$ cat config.mk
export PLATFORM = sky130hd
export DESIGN_NAME = synth_prog_seq
export DESIGN_NICKNAME = d
export VERILOG_FILES = /design/src/rtl/synth_prog_pkg.sv /design/src/rtl/synth_prog_delay.sv /design/src/rtl/synth_prog_words.sv /design/src/rtl/synth_prog_fsm.sv /design/src/rtl/synth_prog_seq.sv
export SDC_FILE = /design/constraint.sdc
export NUM_CORES = 1
export LEC_CHECK = 0
export BUFFER_PORTS_ARGS = -buffer_cell sky130_fd_sc_hd__buf_2
export CAP_MARGIN = 40
export CORE_MARGIN = 3
export CORE_UTILIZATION = 40
export CTS_CLUSTER_DIAMETER = 100
export CTS_CLUSTER_SIZE = 25
export DETAILED_ROUTE_END_ITERATION = 7
export MAX_ROUTING_LAYER = met4
export PLACE_DENSITY = 0.69
export SLEW_MARGIN = 20
export SYNTH_ARGS = -nofsm -noshare
export SYNTH_HDL_FRONTEND = slang
export SYNTH_SLANG_ARGS = --single-unit
export TNS_END_PERCENT = 1
$ cat constraint.sdc
create_clock -name clk -period 4.87 [get_ports clk]
set_input_delay 0.487 -clock clk [delete_from_list [all_inputs] [get_ports clk]]
set_output_delay 0.487 -clock clk [all_outputs]
set_load 0.02 [all_outputs]
$ cat src/rtl/synth_prog_pkg.sv
package synth_prog_pkg;
    localparam int NUM_WORDS = 5;
    localparam int IDX_W     = $clog2(NUM_WORDS);
    localparam int LEN_W     = 5;
    localparam int DATA_W    = 16;

    typedef enum logic [1:0] {
        ST_POWERUP,
        ST_ISSUE,
        ST_WAIT,
        ST_FINISHED
    } seq_state_t;

    typedef struct packed {
        logic              framed;
        logic [LEN_W-1:0]  len;
        logic [DATA_W-1:0] data;
    } word_t;
endpackage

$ cat src/rtl/synth_prog_delay.sv
module synth_prog_delay #(
    parameter int unsigned CYCLES = 2000000
) (
    input  logic clk,
    input  logic rst_n,
    output logic expired
);
    localparam int CNT_W = $clog2(CYCLES + 1);
    localparam logic [CNT_W-1:0] LIMIT = CNT_W'(CYCLES);

    logic [CNT_W-1:0] cnt_q;

    always_ff @(posedge clk or negedge rst_n) begin
        if (!rst_n) begin
            cnt_q <= '0;
        end else if (cnt_q != LIMIT) begin
            cnt_q <= cnt_q + 1'b1;
        end
    end

    assign expired = (cnt_q == LIMIT);

    AST_DELAY_STICKY: assert property (@(posedge clk) disable iff (!rst_n)
        expired |=> expired);
endmodule

$ cat src/rtl/synth_prog_words.sv
module synth_prog_words
    import synth_prog_pkg::*;
#(
    parameter int unsigned REF_DIV = 80,
    parameter int unsigned FB_DIV  = 2140
) (
    input  logic [IDX_W-1:0] idx,
    output word_t            word
);
    localparam logic [DATA_W-1:0] REF_VAL = DATA_W'(REF_DIV);
    localparam logic [DATA_W-1:0] FB_VAL  = DATA_W'(FB_DIV);

    initial begin
        AST_REF_FITS: assert (REF_DIV < 32768) else $error("reference divider exceeds 15 bits");
        AST_FB_FITS:  assert (FB_DIV < 65536) else $error("feedback divider exceeds 16 bits");
    end

    always_comb begin
        word = '0;
        unique case (idx)
            IDX_W'(0): word = '{framed: 1'b0, len: LEN_W'(4),  data: '0};
            IDX_W'(1): word = '{framed: 1'b1, len: LEN_W'(5),  data: DATA_W'(2)};
            IDX_W'(2): word = '{framed: 1'b1, len: LEN_W'(8),  data: '0};
            IDX_W'(3): word = '{framed: 1'b1, len: LEN_W'(15), data: REF_VAL};
            IDX_W'(4): word = '{framed: 1'b1, len: LEN_W'(16), data: FB_VAL};
            default:   word = '0;
        endcase
    end
endmodule

$ cat src/rtl/synth_prog_fsm.sv
module synth_prog_fsm
    import synth_prog_pkg::*;
(
    input  logic             clk,
    input  logic             rst_n,
    input  logic             delay_expired,
    input  logic             xfer_done,
    output logic [IDX_W-1:0] word_idx,
    output logic             xfer_start,
    output logic             seq_done
);
    localparam logic [IDX_W-1:0] LAST_IDX = IDX_W'(NUM_WORDS - 1);

    seq_state_t       state_q, state_d;
    logic [IDX_W-1:0] idx_q, idx_d;

    // next-state and transition logic
    always_comb begin
        state_d = state_q;
        idx_d   = idx_q;
        unique case (state_q)
            ST_POWERUP: begin
                if (delay_expired) state_d = ST_ISSUE;          // T_DELAY_OVER
            end
            ST_ISSUE: begin
                state_d = ST_WAIT;                              // T_LAUNCHED
            end
            ST_WAIT: begin
                if (xfer_done) begin
                    if (idx_q == LAST_IDX) begin
                        state_d = ST_FINISHED;                  // T_LAST_ACK
                    end else begin
                        idx_d   = idx_q + 1'b1;
                        state_d = ST_ISSUE;                     // T_NEXT_WORD
                    end
                end
            end
            ST_FINISHED: begin
                state_d = ST_FINISHED;
            end
            default: state_d = ST_POWERUP;
        endcase
    end

    // state register
    always_ff @(posedge clk or negedge rst_n) begin
        if (!rst_n) begin
            state_q <= ST_POWERUP;
            idx_q   <= '0;
        end else begin
            state_q <= state_d;
            idx_q   <= idx_d;
        end
    end

    // outputs
    always_comb begin
        xfer_start = 1'b0;
        seq_done   = 1'b0;
        unique case (state_q)
            ST_POWERUP:  ;
            ST_ISSUE:    xfer_start = 1'b1;
            ST_WAIT:     ;
            ST_FINISHED: seq_done = 1'b1;
            default:     ;
        endcase
    end

    assign word_idx = idx_q;

    AST_NO_EARLY_START: assert property (@(posedge clk) disable iff (!rst_n)
        !delay_expired |-> !xfer_start);
    AST_START_PULSE: assert property (@(posedge clk) disable iff (!rst_n)
        xfer_start |=> !xfer_start);
    AST_IDX_RANGE: assert property (@(posedge clk) disable iff (!rst_n)
        word_idx <= LAST_IDX);
    AST_ISSUE_IGNORES_DONE: assert property (@(posedge clk) disable iff (!rst_n)
        (state_q == ST_ISSUE && xfer_done) |=> (state_q == ST_WAIT && $stable(idx_q)));
    AST_FINISHED_STICKY: assert property (@(posedge clk) disable iff (!rst_n)
        seq_done |=> (seq_done && !xfer_start));
endmodule

$ cat src/rtl/synth_prog_seq.sv
module synth_prog_seq
    import synth_prog_pkg::*;
#(
    parameter int unsigned STARTUP_CYCLES = 2000000,
    parameter int unsigned REF_DIV        = 80,
    parameter int unsigned FB_DIV         = 2140
) (
    input  logic              clk,
    input  logic              rst_n,
    input  logic              xfer_done,
    output logic              xfer_start,
    output logic              xfer_framed,
    output logic [LEN_W-1:0]  xfer_len,
    output logic [DATA_W-1:0] xfer_data,
    output logic              seq_done
);
    logic             delay_expired;
    logic [IDX_W-1:0] word_idx;
    word_t            cur_word;

    synth_prog_delay #(.CYCLES(STARTUP_CYCLES)) u_delay (
        .clk     (clk),
        .rst_n   (rst_n),
        .expired (delay_expired)
    );

    synth_prog_fsm u_fsm (
        .clk           (clk),
        .rst_n         (rst_n),
        .delay_expired (delay_expired),
        .xfer_done     (xfer_done),
        .word_idx      (word_idx),
        .xfer_start    (xfer_start),
        .seq_done      (seq_done)
    );

    synth_prog_words #(.REF_DIV(REF_DIV), .FB_DIV(FB_DIV)) u_words (
        .idx  (word_idx),
        .word (cur_word)
    );

    assign xfer_framed = cur_word.framed;
    assign xfer_len    = cur_word.len;
    assign xfer_data   = cur_word.data;

    AST_WORD_HELD: assert property (@(posedge clk) disable iff (!rst_n)
        (xfer_start || (!xfer_done && !seq_done && $past(xfer_start)))
        |=> $stable({xfer_framed, xfer_len, xfer_data}));
    AST_LEN_LIMIT: assert property (@(posedge clk) disable iff (!rst_n)
        xfer_start |-> (xfer_len >= LEN_W'(4) && xfer_len <= LEN_W'(16)));
endmodule

==> summary.md <==
| Metric | Value |
|---|---|
| Status | `complete, no violations` |
| P_sw | `approximately 70 uW` |
| Initial Util | `a little over two fifths` |
| Commonest non-fill, non-tap cell in the layout | `dfrtp_1` |
| Fraction of layout cells with a size suffix above 1 | `between 10% and 20%` |
| Fill cell count | `356` |
| WL per Instance | `about 12 um` |
| Die X-Extent | `around 66 um` |
| ANT cells | `0` |
| Maxcap violations | `0` |
| Avg Inst Size Synth | `between 10 and 15 sq um` |
| Comb power frac | `3.7%` |
| Mapped Cells | `about 140` |
| Slew headroom | `between 60 and 70%` |
| CP required | `approximately 4400 ps` |
| Largest net degree at the start of global routing | `27` |
| Internal power | `about 250 uW` |
| Final period utilization | `48.0%` |
| # hold bufs at CTS | `0` |
| Core Rows | `21` |
| Flop pwr share | `about two thirds` |
| Clock share of power | `27.8%` |
| Yosys warning count | `0` |
| Nets | `about 160` |
| Root buf cell | `clkbuf_4` |
| Count of boundary I/O pins | `27` |
| Vias/cell | `4.89` |
| LEAKAGE | `around 0.74 nW` |
| Final Hold Fails | `0` |
| Gpl congestion | `between 0.8 and 0.9` |
| RSZ-0062 raised after global routing | `no` |
| Setup total negative slack | `0 ps` |
| Total gr overflow | `0` |
| CTS tree | `yes` |
| Vias in the first global route | `approximately 940` |
| Hold crit path type | `in2async` |
| Post-CTS resize count | `0` |
| Clk buf depth | `2` |
| Mapped Area | `1440 sq um` |
| DRT antenna net count | `0` |
| Fmax | `between 0.4 and 0.5 GHz` |
| Die Ht | `roughly 66 um` |
| Final hold slack | `143 ps` |
| Final WL | `about 2300 um` |
| Drt pass-1 iters | `4` |
| First-pass GRT wire length | `between 4000 and 5000 um` |
| Slew @ Worst Pin | `566 ps` |
| DR iter-0 viols | `15` |
| Slack of the critical path | `around 2500 ps` |
| #FFs+latches synth | `26` |
| CP startpoint kind | `register` |
| Slew Viols, Final | `0` |
| Pwr/cell area | `206 nW/um^2` |
| Most frequent cells in the layout | `26 x dfrtp_1, 17 x xnor2_1, 16 x buf_2, 10 x conb_1` |
| Distinct cells, synth | `34` |
| TritonCTS buffer count | `3` |
| Final setup viols | `0` |
| DP Wirelength | `about 1800 um` |
| Die area | `4370 sq um` |
| Highest net fanout along the worst path | `4` |
| Core region area | `~3400 sq um` |
| Drc violations | `0` |
| Vias | `about 970` |
| Critical Path AT | `around 1900 ps` |
| GR Util All Layers | `approximately an eighth` |
| Clk pin slew, worst setup/hold paths | `about 130 ps` |
| Switching share of power | `between 20% and 30%` |
| Critical path type | `reg2out` |
| Setup bufs post-CTS | `0` |
| Clk_skew | `roughly 7.0 ps` |
| Clk sinks | `26` |
| R2R Setup Slk | `2920 ps` |
| Final worst path period need | `roughly 2300 ps` |
| Sequential area share after synthesis | `a little under half` |
| Pre-CTS setup slack | `2880 ps` |
| Setup crit end kind | `output pin` |
| Clock latency on the worst-skew pair | `~320 ps` |
| Port bufs | `16` |
| IR drop worst, VDD | `around 0.00012 V` |
| Area growth, synth to finish | `5.89%` |
| Initial antenna violation count | `0` |
| H-tree depth | `1` |
-- cell type report --
| class | instances | area, sq um | area share, % |
|---|---|---|---|
| well taps | 46 | 57.6 | 3.76 |
| inverters | 8 | 30.0 | 1.96 |
| clock buffers | 3 | 22.5 | 1.47 |
| repair buffers | 16 | 80.1 | 5.24 |
| flip-flops and latches | 26 | 651 | 42.6 |
| multi-input cells | 99 | 688 | 45.0 |
-- Yosys cell counts, drive strengths merged --
| library cell | count | area, sq um |
|---|---|---|
| or3 | 1 | 6.26 |
| mux2i | 1 | 10.0 |
| xor2 | 3 | 26.3 |
| dfrtp | 26 | 651 |
| nand2 | 6 | 22.5 |
| nor2b | 2 | 12.5 |
| o211ai | 1 | 7.51 |
| nand3 | 7 | 40.0 |
| and4b | 1 | 10.0 |
| nor3 | 3 | 20.0 |
| nor4b | 1 | 8.76 |
| buf | 14 | 105 |
| nand3b | 1 | 7.51 |
| xnor2 | 17 | 149 |
| or2 | 1 | 6.26 |
| nand2b | 2 | 12.5 |
| mux2 | 2 | 22.5 |
| nor4bb | 1 | 10.0 |
| and2 | 1 | 6.26 |
| nand4 | 8 | 50.1 |
| ha | 7 | 87.6 |
| a21o | 3 | 22.5 |
| conb | 1 | 3.75 |
| o2111ai | 1 | 8.76 |
| and4 | 1 | 8.76 |
| or4 | 1 | 11.3 |
| nor4 | 3 | 18.8 |
| o21ai | 5 | 25.0 |
| inv | 8 | 30.0 |
| clkbuf | 1 | 3.75 |
| a221o | 1 | 10.0 |
| nor2 | 8 | 30.0 |
-- registers in the layout, indices dropped and copies added (netlist names) --
register        cells
u_fsm.state_q       2
u_fsm.word_idx      3
u_delay.cnt_q      21
-- power groups by stage --
stage | registers (mW) | clock network (mW) | logic (mW)
after floorplan | 0.220 | 0 | 0.0130
after global routing | 0.216 | 0.104 | 0.0134
after global placement | 0.220 | 0 | 0.0119
after CTS | 0.216 | 0.0917 | 0.0121
final | 0.216 | 0.0877 | 0.0118
after detailed placement | 0.220 | 0 | 0.0120
-- worst paths after layout --
| kind | start | endpoint | depth (start not counted) |
|---|---|---|---|
| setup / recovery | u_fsm.word_idx[0] | xfer_framed | 5 |
| hold / removal | rst_n | u_delay.cnt_q[12] | 1 |
| setup reg to reg | u_delay.cnt_q[0] | u_delay.cnt_q[16] | 5 |
| hold reg to reg | u_delay.cnt_q[20] | u_delay.cnt_q[20] | 1 |
| max in group asynchronous | rst_n | u_delay.cnt_q[19] | 1 |
| min in group clk | xfer_done | u_fsm.state_q[0] | 2 |
-- worst max-delay path, cell delays in order, from the launching register on --
cell and delay (ps):
dfrtp_1 440, ha_1 220, ha_1 210, a21o_1 180
or3_1 330, buf_2 160
-- logic make-up after synthesis --
logic type,after synthesis,synth area share [%]
simple gates,48,19.5
buf+inv,23,9.62
compound gates,11,5.11
fa+ha+maj,7,6.07
other cells,1,0.260
flops,26,45.1
xor+xnor,20,12.1
mux,3,2.25
-- layer usage --
layer	vias to the layer above	global-route usage, %	share of wire [%]
li1	482	-	-
met1	458	15.3	47
met2	25	19.2	46
met3	4	2.55	4.9
met4	0	6.60	1.9
met5	-	-	0
-- per-stage QoR --
step	util [%]	cell area, sq um	total power [mW]	instances
6_report	44.8	1530	0.315	198
5_1_grt	44.8	1530	0.333	198
4_1_cts	44.8	1530	0.320	198
3_5_place_dp	44.1	1510	0.232	195
3_3_place_gp	44.1	1510	0.232	195
2_1_floorplan	-	1480	0.233	148
Note: power is estimated with default switching activity, not from simulation.
